==> src/rtl/eap_pkg.sv <==
package eap_pkg;

  typedef enum logic [2:0] {
    OP_START     = 3'd0,
    OP_RESTART   = 3'd1,
    OP_STOP      = 3'd2,
    OP_WRITE     = 3'd3,
    OP_READ_ACK  = 3'd4,
    OP_READ_NACK = 3'd5
  } eap_op_e;

  localparam int unsigned STEP_W = 3;

endpackage

==> src/rtl/eap_step_gen.sv <==
// Decodes (method, phase, probe index, step) into the command to send next.
module eap_step_gen
  import eap_pkg::*;
#(
  parameter int unsigned ADDR_W  = 7,
  parameter int unsigned DATA_W  = 8,
  parameter int unsigned PROBE_W = 3
) (
  input  logic               legacy,
  input  logic               preamble,
  input  logic [PROBE_W-1:0] probe,
  input  logic [STEP_W-1:0]  step,
  input  logic [ADDR_W-1:0]  target,
  output eap_op_e            op,
  output logic [DATA_W-1:0]  data,
  output logic               last
);

  logic [DATA_W-1:0] wr_byte;
  logic [DATA_W-1:0] rd_byte;

  assign wr_byte = DATA_W'({target, 1'b0});
  assign rd_byte = DATA_W'({target, 1'b1});

  always_comb begin
    op   = OP_STOP;
    data = '0;
    last = 1'b0;
    if (!legacy) begin
      // pointer-then-combined-read probe, eight steps
      unique case (step)
        3'd0: op = OP_START;
        3'd1: begin op = OP_WRITE; data = wr_byte; end
        3'd2: begin op = OP_WRITE; data = '0; end
        3'd3: begin op = OP_WRITE; data = DATA_W'(probe); end
        3'd4: op = OP_RESTART;
        3'd5: begin op = OP_WRITE; data = rd_byte; end
        3'd6: op = OP_READ_NACK;
        default: begin op = OP_STOP; last = 1'b1; end
      endcase
    end else if (preamble) begin
      // single pointer byte closed by STOP
      unique case (step)
        3'd0: op = OP_START;
        3'd1: begin op = OP_WRITE; data = wr_byte; end
        3'd2: begin op = OP_WRITE; data = '0; end
        default: begin op = OP_STOP; last = 1'b1; end
      endcase
    end else begin
      // standalone current-address read
      unique case (step)
        3'd0: op = OP_START;
        3'd1: begin op = OP_WRITE; data = rd_byte; end
        3'd2: op = OP_READ_NACK;
        default: begin op = OP_STOP; last = 1'b1; end
      endcase
    end
  end

endmodule

==> src/rtl/eap_cmd_port.sv <==
// Valid/ready command issue with a single outstanding request.
module eap_cmd_port
  import eap_pkg::*;
#(
  parameter int unsigned DATA_W = 8
) (
  input  logic              clk,
  input  logic              rst_n,
  input  logic              issue,
  input  eap_op_e           issue_op,
  input  logic [DATA_W-1:0] issue_data,
  output logic              idle,
  output logic              cmd_valid,
  input  logic              cmd_ready,
  output eap_op_e           cmd_op,
  output logic [DATA_W-1:0] cmd_data,
  input  logic              rsp_valid,
  input  logic              rsp_ack,
  input  logic [DATA_W-1:0] rsp_data,
  output logic              got_rsp,
  output logic              got_ack,
  output logic [DATA_W-1:0] got_data,
  output eap_op_e           pend_op
);

  typedef enum logic [1:0] {P_EMPTY, P_OFFER, P_WAIT} port_st_e;

  port_st_e          st_q;
  eap_op_e           op_q;
  logic [DATA_W-1:0] data_q;

  always_ff @(posedge clk or negedge rst_n) begin
    if (!rst_n) begin
      st_q   <= P_EMPTY;
      op_q   <= OP_STOP;
      data_q <= '0;
    end else begin
      unique case (st_q)
        P_EMPTY: if (issue) begin
          op_q   <= issue_op;
          data_q <= issue_data;
          st_q   <= P_OFFER;
        end
        P_OFFER: if (cmd_ready) st_q <= P_WAIT;
        P_WAIT:  if (rsp_valid) st_q <= P_EMPTY;
        default: st_q <= P_EMPTY;
      endcase
    end
  end

  assign idle      = (st_q == P_EMPTY);
  assign cmd_valid = (st_q == P_OFFER);
  assign cmd_op    = op_q;
  assign cmd_data  = data_q;
  assign got_rsp   = (st_q == P_WAIT) && rsp_valid;
  assign got_ack   = rsp_ack;
  assign got_data  = rsp_data;
  assign pend_op   = op_q;

endmodule

==> src/rtl/eap_cmp.sv <==
// Running all-equal test: first byte kept as reference, later bytes compared.
module eap_cmp #(
  parameter int unsigned DATA_W = 8
) (
  input  logic              clk,
  input  logic              rst_n,
  input  logic              clear,
  input  logic              capture,
  input  logic [DATA_W-1:0] din,
  output logic              differ
);

  logic              have_ref_q;
  logic [DATA_W-1:0] ref_q;
  logic              differ_q;

  always_ff @(posedge clk or negedge rst_n) begin
    if (!rst_n) begin
      have_ref_q <= 1'b0;
      ref_q      <= '0;
      differ_q   <= 1'b0;
    end else if (clear) begin
      have_ref_q <= 1'b0;
      differ_q   <= 1'b0;
    end else if (capture) begin
      if (!have_ref_q) begin
        ref_q      <= din;
        have_ref_q <= 1'b1;
      end else if (din != ref_q) begin
        differ_q <= 1'b1;
      end
    end
  end

  assign differ = differ_q;

endmodule

==> src/rtl/eeprom_addr_probe.sv <==
module eeprom_addr_probe
  import eap_pkg::*;
#(
  parameter int unsigned ADDR_W     = 7,
  parameter int unsigned DATA_W     = 8,
  parameter int unsigned NUM_PROBES = 8
) (
  input  logic              clk,
  input  logic              rst_n,
  input  logic              start,
  input  logic [ADDR_W-1:0] target_addr,
  input  logic              legacy_mode,
  output logic              busy,
  output logic              done,
  output logic              two_byte,
  output logic              error,
  output logic              cmd_valid,
  input  logic              cmd_ready,
  output logic [2:0]        cmd_op,
  output logic [DATA_W-1:0] cmd_data,
  input  logic              rsp_valid,
  input  logic              rsp_ack,
  input  logic [DATA_W-1:0] rsp_data
);

  localparam int unsigned PROBE_W = (NUM_PROBES > 1) ? $clog2(NUM_PROBES) : 1;
  localparam logic [PROBE_W-1:0] LAST_PROBE = PROBE_W'(NUM_PROBES - 1);

  typedef enum logic [2:0] {
    S_IDLE, S_SEND, S_WAIT, S_ABORT_SEND, S_ABORT_WAIT
  } seq_st_e;

  seq_st_e            st_q;
  logic [ADDR_W-1:0]  tgt_q;
  logic               legacy_q;
  logic               pre_q;
  logic [PROBE_W-1:0] probe_q;
  logic [STEP_W-1:0]  step_q;
  logic               done_q;
  logic               two_q;
  logic               err_q;

  eap_op_e            gen_op;
  logic [DATA_W-1:0]  gen_data;
  logic               gen_last;

  logic               port_idle;
  eap_op_e            port_op;
  eap_op_e            pend_op;
  logic               got_rsp;
  logic               got_ack;
  logic [DATA_W-1:0]  got_data;
  logic               cmp_differ;

  logic               accept;
  logic               issue;
  eap_op_e            issue_op;
  logic [DATA_W-1:0]  issue_data;
  logic               capture;
  logic               wr_refused;
  logic               seq_end;

  eap_step_gen #(
    .ADDR_W (ADDR_W),
    .DATA_W (DATA_W),
    .PROBE_W(PROBE_W)
  ) u_gen (
    .legacy  (legacy_q),
    .preamble(pre_q),
    .probe   (probe_q),
    .step    (step_q),
    .target  (tgt_q),
    .op      (gen_op),
    .data    (gen_data),
    .last    (gen_last)
  );

  eap_cmd_port #(
    .DATA_W(DATA_W)
  ) u_port (
    .clk       (clk),
    .rst_n     (rst_n),
    .issue     (issue),
    .issue_op  (issue_op),
    .issue_data(issue_data),
    .idle      (port_idle),
    .cmd_valid (cmd_valid),
    .cmd_ready (cmd_ready),
    .cmd_op    (port_op),
    .cmd_data  (cmd_data),
    .rsp_valid (rsp_valid),
    .rsp_ack   (rsp_ack),
    .rsp_data  (rsp_data),
    .got_rsp   (got_rsp),
    .got_ack   (got_ack),
    .got_data  (got_data),
    .pend_op   (pend_op)
  );

  eap_cmp #(
    .DATA_W(DATA_W)
  ) u_cmp (
    .clk    (clk),
    .rst_n  (rst_n),
    .clear  (accept),
    .capture(capture),
    .din    (got_data),
    .differ (cmp_differ)
  );

  assign accept     = start && (st_q == S_IDLE);
  assign issue      = ((st_q == S_SEND) || (st_q == S_ABORT_SEND)) && port_idle;
  assign issue_op   = (st_q == S_ABORT_SEND) ? OP_STOP : gen_op;
  assign issue_data = (st_q == S_ABORT_SEND) ? '0 : gen_data;
  assign capture    = (st_q == S_WAIT) && got_rsp && (pend_op == OP_READ_NACK);
  assign wr_refused = (pend_op == OP_WRITE) && !got_ack;
  assign seq_end    = gen_last && !pre_q && (probe_q == LAST_PROBE);

  always_ff @(posedge clk or negedge rst_n) begin
    if (!rst_n) begin
      st_q     <= S_IDLE;
      tgt_q    <= '0;
      legacy_q <= 1'b0;
      pre_q    <= 1'b0;
      probe_q  <= '0;
      step_q   <= '0;
      done_q   <= 1'b0;
      two_q    <= 1'b0;
      err_q    <= 1'b0;
    end else begin
      done_q <= 1'b0;
      unique case (st_q)
        S_IDLE: if (accept) begin
          tgt_q    <= target_addr;
          legacy_q <= legacy_mode;
          pre_q    <= legacy_mode;
          probe_q  <= '0;
          step_q   <= '0;
          two_q    <= 1'b0;
          err_q    <= 1'b0;
          st_q     <= S_SEND;
        end
        S_SEND: if (issue) st_q <= S_WAIT;
        S_WAIT: if (got_rsp) begin
          if (wr_refused) begin
            st_q <= S_ABORT_SEND;
          end else if (gen_last) begin
            if (seq_end) begin
              done_q <= 1'b1;
              two_q  <= cmp_differ;
              st_q   <= S_IDLE;
            end else begin
              step_q <= '0;
              if (pre_q) pre_q <= 1'b0;
              else       probe_q <= probe_q + 1'b1;
              st_q <= S_SEND;
            end
          end else begin
            step_q <= step_q + 1'b1;
            st_q   <= S_SEND;
          end
        end
        S_ABORT_SEND: if (issue) st_q <= S_ABORT_WAIT;
        S_ABORT_WAIT: if (got_rsp) begin
          done_q <= 1'b1;
          err_q  <= 1'b1;
          two_q  <= 1'b0;
          st_q   <= S_IDLE;
        end
        default: st_q <= S_IDLE;
      endcase
    end
  end

  assign busy     = (st_q != S_IDLE);
  assign done     = done_q;
  assign two_byte = two_q;
  assign error    = err_q;
  assign cmd_op   = port_op;

endmodule

==> config.mk <==
export PLATFORM = sky130hd
export DESIGN_NAME = eeprom_addr_probe
export DESIGN_NICKNAME = d
export VERILOG_FILES = /design/src/rtl/eap_pkg.sv /design/src/rtl/eap_step_gen.sv /design/src/rtl/eap_cmd_port.sv /design/src/rtl/eap_cmp.sv /design/src/rtl/eeprom_addr_probe.sv
export SDC_FILE = /design/constraint.sdc
export NUM_CORES = 1
export LEC_CHECK = 0
export BUFFER_PORTS_ARGS = -buffer_cell sky130_fd_sc_hd__buf_2
export CAP_MARGIN = 20
export CELL_PAD_IN_SITES_DETAIL_PLACEMENT = 0
export CELL_PAD_IN_SITES_GLOBAL_PLACEMENT = 1
export CORE_UTILIZATION = 47
export DETAILED_ROUTE_END_ITERATION = 6
export PLACE_DENSITY_LB_ADDON = 0.2
export SLEW_MARGIN = 20
export SYNTH_ARGS = -nofsm -noshare
export SYNTH_HDL_FRONTEND = slang
export SYNTH_SLANG_ARGS = --single-unit
==> constraint.sdc <==
create_clock -name clk -period 4.9 [get_ports clk]
set_input_delay 0.49 -clock clk [delete_from_list [all_inputs] [get_ports clk]]
set_output_delay 0.49 -clock clk [all_outputs]
set_load 0.05 [all_outputs]
==> results of run 1 <==
power breakdown:
| group | total [mW] | switching (mW) | internal (mW) |
|---|---|---|---|
| Combinational | 0.495 | 0.310 | 0.184 |
| Sequential | 0.539 | 0.0935 | 0.446 |
| Clock | 0.214 | 0.114 | 0.100 |
worst max-delay path: cells and delay by family (launching register included):
family,cells,cell delay (ns)
simple gates,1,0.90
compound gates,3,0.50
flops,1,0.57
mux,1,0.27
per-layer routing:
layer  global-route usage [%]  vias to the layer above  routed length [um]
li1                         -                      818                   -
met1                     25.1                      808                2140
met2                     30.2                       36                2110
met3                     4.92                        2                 169
met4                     4.58                        0                  15
met5                        0                        -                   0
cells in the final DEF, fill, tap and decap left out, types with 6 or more instances in the layout:
cell       n
mux2_2    16
nor2_1    16
o21ai_0   12
nand2b_1   7
dfrtp_1   43
buf_2     36
ha_1       8
nand2_1   14
nor2b_1    6
inv_1      6
xor2_1     8
a22o_1     8
cell families after synthesis:
| logic type | after synthesis | synth area share (%) |
|---|---|---|
| AOI/OAI and AO/OA | 47 | 15.0 |
| xor gates and xnor gates | 8 | 3.05 |
| adders and majority gates | 8 | 4.36 |
| buffers and inverters | 13 | 2.62 |
| DFF | 44 | 48.0 |
| muxes | 16 | 7.85 |
| and+or+nand+nor | 70 | 19.1 |
metrics by stage:
step / hold WS (ns) / util (%) / cells / power, mW
finish: 0.188 / 55.3 / 311 / 1.25
global route: 0.232 / 55.3 / 311 / 1.33
CTS: 0.390 / 55.2 / 311 / 1.26
detailed placement: 0.473 / 53.5 / 303 / 1.04
global placement: 0.470 / 53.5 / 303 / 1.05
floorplan: 0.194 / - / 206 / 0.932
registers in the layout, summed over array words and instances (netlist names):
name,cells
legacy_q,1
done,1
u_port.st_q,2
pre_q,1
u_cmp.have_ref_q,1
two_byte,1
probe_q,3
u_port.cmd_op,3
u_cmp.ref_q,8
u_cmp.differ,1
error,1
tgt_q,7
step_q,3
u_port.cmd_data,8
st_q,3
layout make-up:
cell class                 count  area (um^2)  area share, %
tap                           67         83.8           3.21
sequential                    44         1100           42.2
clock inverter                 1         5.00          0.192
clock buffer                   7         76.3           2.92
multi-input combinational    149         1130           43.4
inverter                       6         22.5          0.863
timing repair buffer          37          188           7.19
path summary, 6_finish.rpt:
check                                        start                 end  slack, ns
worst max-delay path                       st_q[1]          probe_q[0]       2.55
worst min-delay path                         rst_n             st_q[1]       0.19
worst max register to register             st_q[1]          probe_q[0]       2.55
worst min register to register  u_port.cmd_data[1]  u_port.cmd_data[1]       0.49
max in group asynchronous                    rst_n    u_port.cmd_op[1]       4.33
min in group clk                         cmd_ready      u_port.st_q[0]       0.41
==> results.py, run 1 <==
metrics = {
    "status": {
        "outcome": "finished clean",
    },
    "synthesis": {
        "syn_nets": 236,
        "syn_avg_cell_area_um2": 11.1,
        "yosys.area.top_type_share_pct": 46.9,
        "yosysSeqAreaShare_pct": 48.0,
        "synth_top_area_cell": "dfrtp_1",
        "synth_common_cells": "43 x dfrtp_1, 16 x mux2_2, 16 x nor2_1",
        "synth.ff_latch_count": 44,
        "post-synth-top-count-cell": "dfrtp_1",
        "syn-instance-count": 206,
        "ys_warn_count": 0,
        "synthDistinctLibCells": 50,
        "ys.flop_type": "dfrtp_1",
        "synthArstFlopShare_pct": 100,
        "synth_edf_count": 0,
        "syn_area_mm2": 0.00229,
        "synthTopCellsByArea": "dfrtp_1 47%, mux2_2 7.9%, ha_1 4.4%",
    },
    "worst_setup_path": {
        "crit_required_ns": 5.08,
        "cp_cell_sequence": "nor4b_4 > a31oi_2 > a211oi_2 > o21ai_1 > mux2_2",
        "reg2reg_depth": 5,
        "cp_slowest_cell": "nor4b_4",
        "start_kind": "flip-flop",
        "critPathCaptureType": "flip-flop",
        "cpPeakStageDelay_ns": 0.90,
        "critPathMaxFanout": 16,
        "crit_arrival_ns": 2.53,
        "worst-setup-path-type": "flip-flop to flip-flop",
    },
    "worst_hold_path": {
        "hold_path.class": "input pin to async pin",
    },
    "clock_network": {
        "cts_buffer_depth": 2,
        "path_clk_slew_ns": 0.08,
        "cts_tree": "done",
        "numCtsBuffers": 5,
        "cts_resized": 0,
        "clock_sinks": 44,
        "cts.root.buffer_cell": "clkbuf_8",
        "cts_setup_buffers": 0,
        "cts-hold-fix-buffers": 0,
        "htree_levels": 2,
        "insertion_delay_ns": 0.29,
    },
    "finish": {
        "n_fill_cell": 436,
        "syn_to_final_growth_pct": 13.7,
        "drive_gt1_share_pct": 29.5,
        "fin_nets": 273,
        "final_area_mm2": 0.00261,
        "diodes": 0,
    },
    "pwr": {
        "p_leak_nw": 1.27,
        "ir_drop_v": 0.000305,
        "p_per_area_mw_per_mm2": 478,
    },
    "drt": {
        "remaining_drc_errors": 0,
        "wirelength_mm": 4.44,
        "via_per_inst": 5.35,
        "vias": 1664,
        "firstDrtPassIters": 4,
        "wire_per_inst_um": 14.3,
        "dr.first_iter.drc_count": 156,
        "drtAntennaViolNets": 0,
    },
    "floorplanning": {
        "die_h_um": 71.9,
        "initial_core_util_pct": 48.6,
        "dieArea_mm2": 0.00517,
        "rows": 25,
        "design.core.area_mm2": 0.00472,
        "num_io_pins": 38,
        "die_w_um": 71.9,
    },
    "global_routing": {
        "grt_max_degree": 45,
        "gr-usage-all-layers_pct": 18.6,
        "antenna_found_initial": 0,
        "grt-ovfl-total": 0,
        "grt_pass1_wl_mm": 7.39,
        "grt_pass1_vias": 1591,
    },
    "sta": {
        "fmax_mhz": 425,
        "final.setup_skew_ns": 0.00576,
        "min_period_ns": 2.35,
        "max_slew_margin_pct": 36.4,
        "finalWorstSetupSlack_ns": 2.55,
        "period_share_pct": 48.0,
        "setup_viol": 0,
        "rsz0062_at_grt": "false",
        "tightest_slew_ns": 0.950,
        "tns_ns": 0,
        "slew_violations": 0,
        "hold_viol": 0,
    },
    "place": {
        "dp_hpwl_mm": 3.21,
        "port_buffers": 37,
        "gp_congestion": 0.752,
        "placed_area_mm2": 0.00253,
        "post-place-ws_ns": 2.53,
    },
    "run": {
        "drv_cap": 0,
    },
}
No activity file was read; power rests on OpenSTA's default activity.
==> inputs of run 2 (changes only) <==
--- a/config.mk
+++ b/config.mk
@@ -9,7 +9,7 @@
 export CAP_MARGIN = 20
 export CELL_PAD_IN_SITES_DETAIL_PLACEMENT = 0
 export CELL_PAD_IN_SITES_GLOBAL_PLACEMENT = 1
-export CORE_UTILIZATION = 47
+export CORE_UTILIZATION = 44
 export DETAILED_ROUTE_END_ITERATION = 6
 export PLACE_DENSITY_LB_ADDON = 0.2
 export SLEW_MARGIN = 20
==> constraint.sdc (replaced) <==
create_clock -name clk -period 2.34 [get_ports clk]
set_input_delay 0.234 -clock clk [delete_from_list [all_inputs] [get_ports clk]]
set_output_delay 0.234 -clock clk [all_outputs]
set_load 0.05 [all_outputs]
==> run 2 against run 1 <==
Against the previous run:
- the run now ends with hold timing left
- via count up 0.84%
- clock power grew to 2.8 times the previous value
- register-to-register slack lost 2.3 ns
- non-clock buffer count up 6
==> results.py, run 2 (synthesis results as in run 1) <==
metrics = {
    "worst_setup_path": {
        "cpPeakStageDelay_ns": 0.43,
        "reg2reg_depth": 7,
        "cp_slowest_cell": "dfrtp_1",
        "r2r_end": "probe_q[0]",
        "cp_cell_sequence": "inv_1 > ha_1 > nor4b_4 > nor2_1 > a2111oi_2 > o21ai_1 > mux2_2",
        "critPathMaxFanout": 8,
        "crit_required_ns": 2.53,
        "critPathCaptureType": "flip-flop",
        "crit_arrival_ns": 2.31,
        "start_kind": "flip-flop",
        "reg2reg_slack_ns": 0.22,
        "r2r-start": "step_q[1]",
        "worst-setup-path-type": "flip-flop to flip-flop",
    },
    "sta": {
        "tns_ns": 0,
        "max_slew_margin_pct": 63.3,
        "final.setup_skew_ns": 0.00831,
        "holdWs_ns": -0.00376,
        "tightest_slew_ns": 0.551,
        "finalWorstSetupSlack_ns": 0.221,
        "period_share_pct": 90.6,
        "min_period_ns": 2.12,
        "rsz0062_at_grt": "false",
        "slew_violations": 0,
        "fmax_mhz": 472,
        "setup_viol": 0,
        "hold_viol": 2,
    },
    "finish": {
        "finish.utilization_pct": 55.1,
        "drive_gt1_share_pct": 32.0,
        "finalNonFillerCells": 317,
        "diodes": 0,
        "final_cell_mix": "43 x dfrtp_1, 37 x buf_2, 16 x nor2_1, 16 x mux2_2, 14 x nand2_1",
        "fin_nets": 279,
        "syn_to_final_growth_pct": 17.1,
        "layout_commonest_cell": "dfrtp_1",
    },
    "place": {
        "dp.cells": 309,
        "gp_congestion": 0.877,
        "dp_hpwl_mm": 3.37,
        "port_buffers": 37,
        "post-place-ws_ns": 0.199,
    },
    "status": {
        "violations": "hold timing",
        "outcome": "finished with violations",
    },
    "clock_network": {
        "cts-hold-fix-buffers": 0,
        "numCtsBuffers": 5,
        "cts.root.buffer_cell": "clkbuf_8",
        "clock_sinks": 44,
        "htree_levels": 2,
        "path_clk_slew_ns": 0.08,
        "insertion_delay_ns": 0.30,
        "cts_tree": "done",
        "cts_setup_buffers": 0,
        "cts_buffer_depth": 2,
        "cts_resized": 0,
    },
    "pwr": {
        "p_per_area_mw_per_mm2": 1040,
        "ir_drop_v": 0.000522,
        "p_leak_nw": 1.31,
        "p_total_mw": 2.79,
    },
    "global_routing": {
        "antenna_found_initial": 0,
        "grt_pass1_wl_mm": 7.86,
        "gr-usage-all-layers_pct": 19.1,
        "grt-ovfl-total": 0,
        "grt_pass1_vias": 1635,
        "grt_max_degree": 45,
    },
    "drt": {
        "wire_per_inst_um": 14.3,
        "remaining_drc_errors": 0,
        "via_per_inst": 5.29,
        "firstDrtPassIters": 4,
        "drtAntennaViolNets": 0,
        "wirelength_mm": 4.53,
        "vias": 1678,
        "dr.first_iter.drc_count": 58,
    },
    "run": {
        "drv_cap": 0,
    },
    "floorplanning": {
        "rows": 25,
        "dieArea_mm2": 0.00551,
        "initial_core_util_pct": 47.0,
        "die_w_um": 74.2,
        "die_h_um": 74.2,
        "num_io_pins": 38,
        "design.core.area_mm2": 0.00488,
    },
    "worst_hold_path": {
        "hold_path.class": "input pin to async pin",
    },
}
run 2: power by group:
| group | switching (mW) | internal (mW) |
|---|---|---|
| registers | 0.182 | 0.933 |
| logic | 0.668 | 0.416 |
| clock network | 0.271 | 0.322 |
| total | 1.12 | 1.67 |
run 2: worst max-delay path: cells and delay by family, from the launching register on:
family | cells | cell delay (ns)
compound gates | 2 | 0.45
fa+ha+maj | 1 | 0.32
buf+inv | 1 | 0.11
simple gates | 2 | 0.43
mux | 1 | 0.27
flops | 1 | 0.43
run 2: through the flow:
stage	instance area, um^2	hold WS [ns]
floorplan	2290	-0.0616
global placement	2570	0.351
detailed placement	2570	0.351
CTS	2690	0.0186
global route	2690	0.0396
finish	2690	-0.00376
run 2: layout make-up:
cell class / count / area (um^2)
sequential: 44 / 1100
multi-input combinational: 149 / 1130
fill: 480 / 2190
clock inverter: 3 / 46.3
timing repair buffer: 43 / 230
inverter: 6 / 22.5
tap: 67 / 83.8
clock buffer: 5 / 68.8
run 2: how the worst max path moves through the flow:
stage | start | to | depth (start not counted)
6_report | step_q[1] | probe_q[0] | 7
5_1_grt | step_q[1] | probe_q[0] | 7
4_1_cts | step_q[1] | probe_q[0] | 7
3_5_place_dp | step_q[1] | probe_q[0] | 7
3_3_place_gp | step_q[1] | probe_q[0] | 7
2_1_floorplan | step_q[1] | probe_q[0] | 8
run 2: per-layer routing:
metal,vias to the layer above,part of all wire (%),track usage [%]
li1,833,-,-
met1,800,49,27.3
met2,41,44,28.9
met3,4,6.2,5.28
met4,0,0.68,4.40
met5,-,0,0
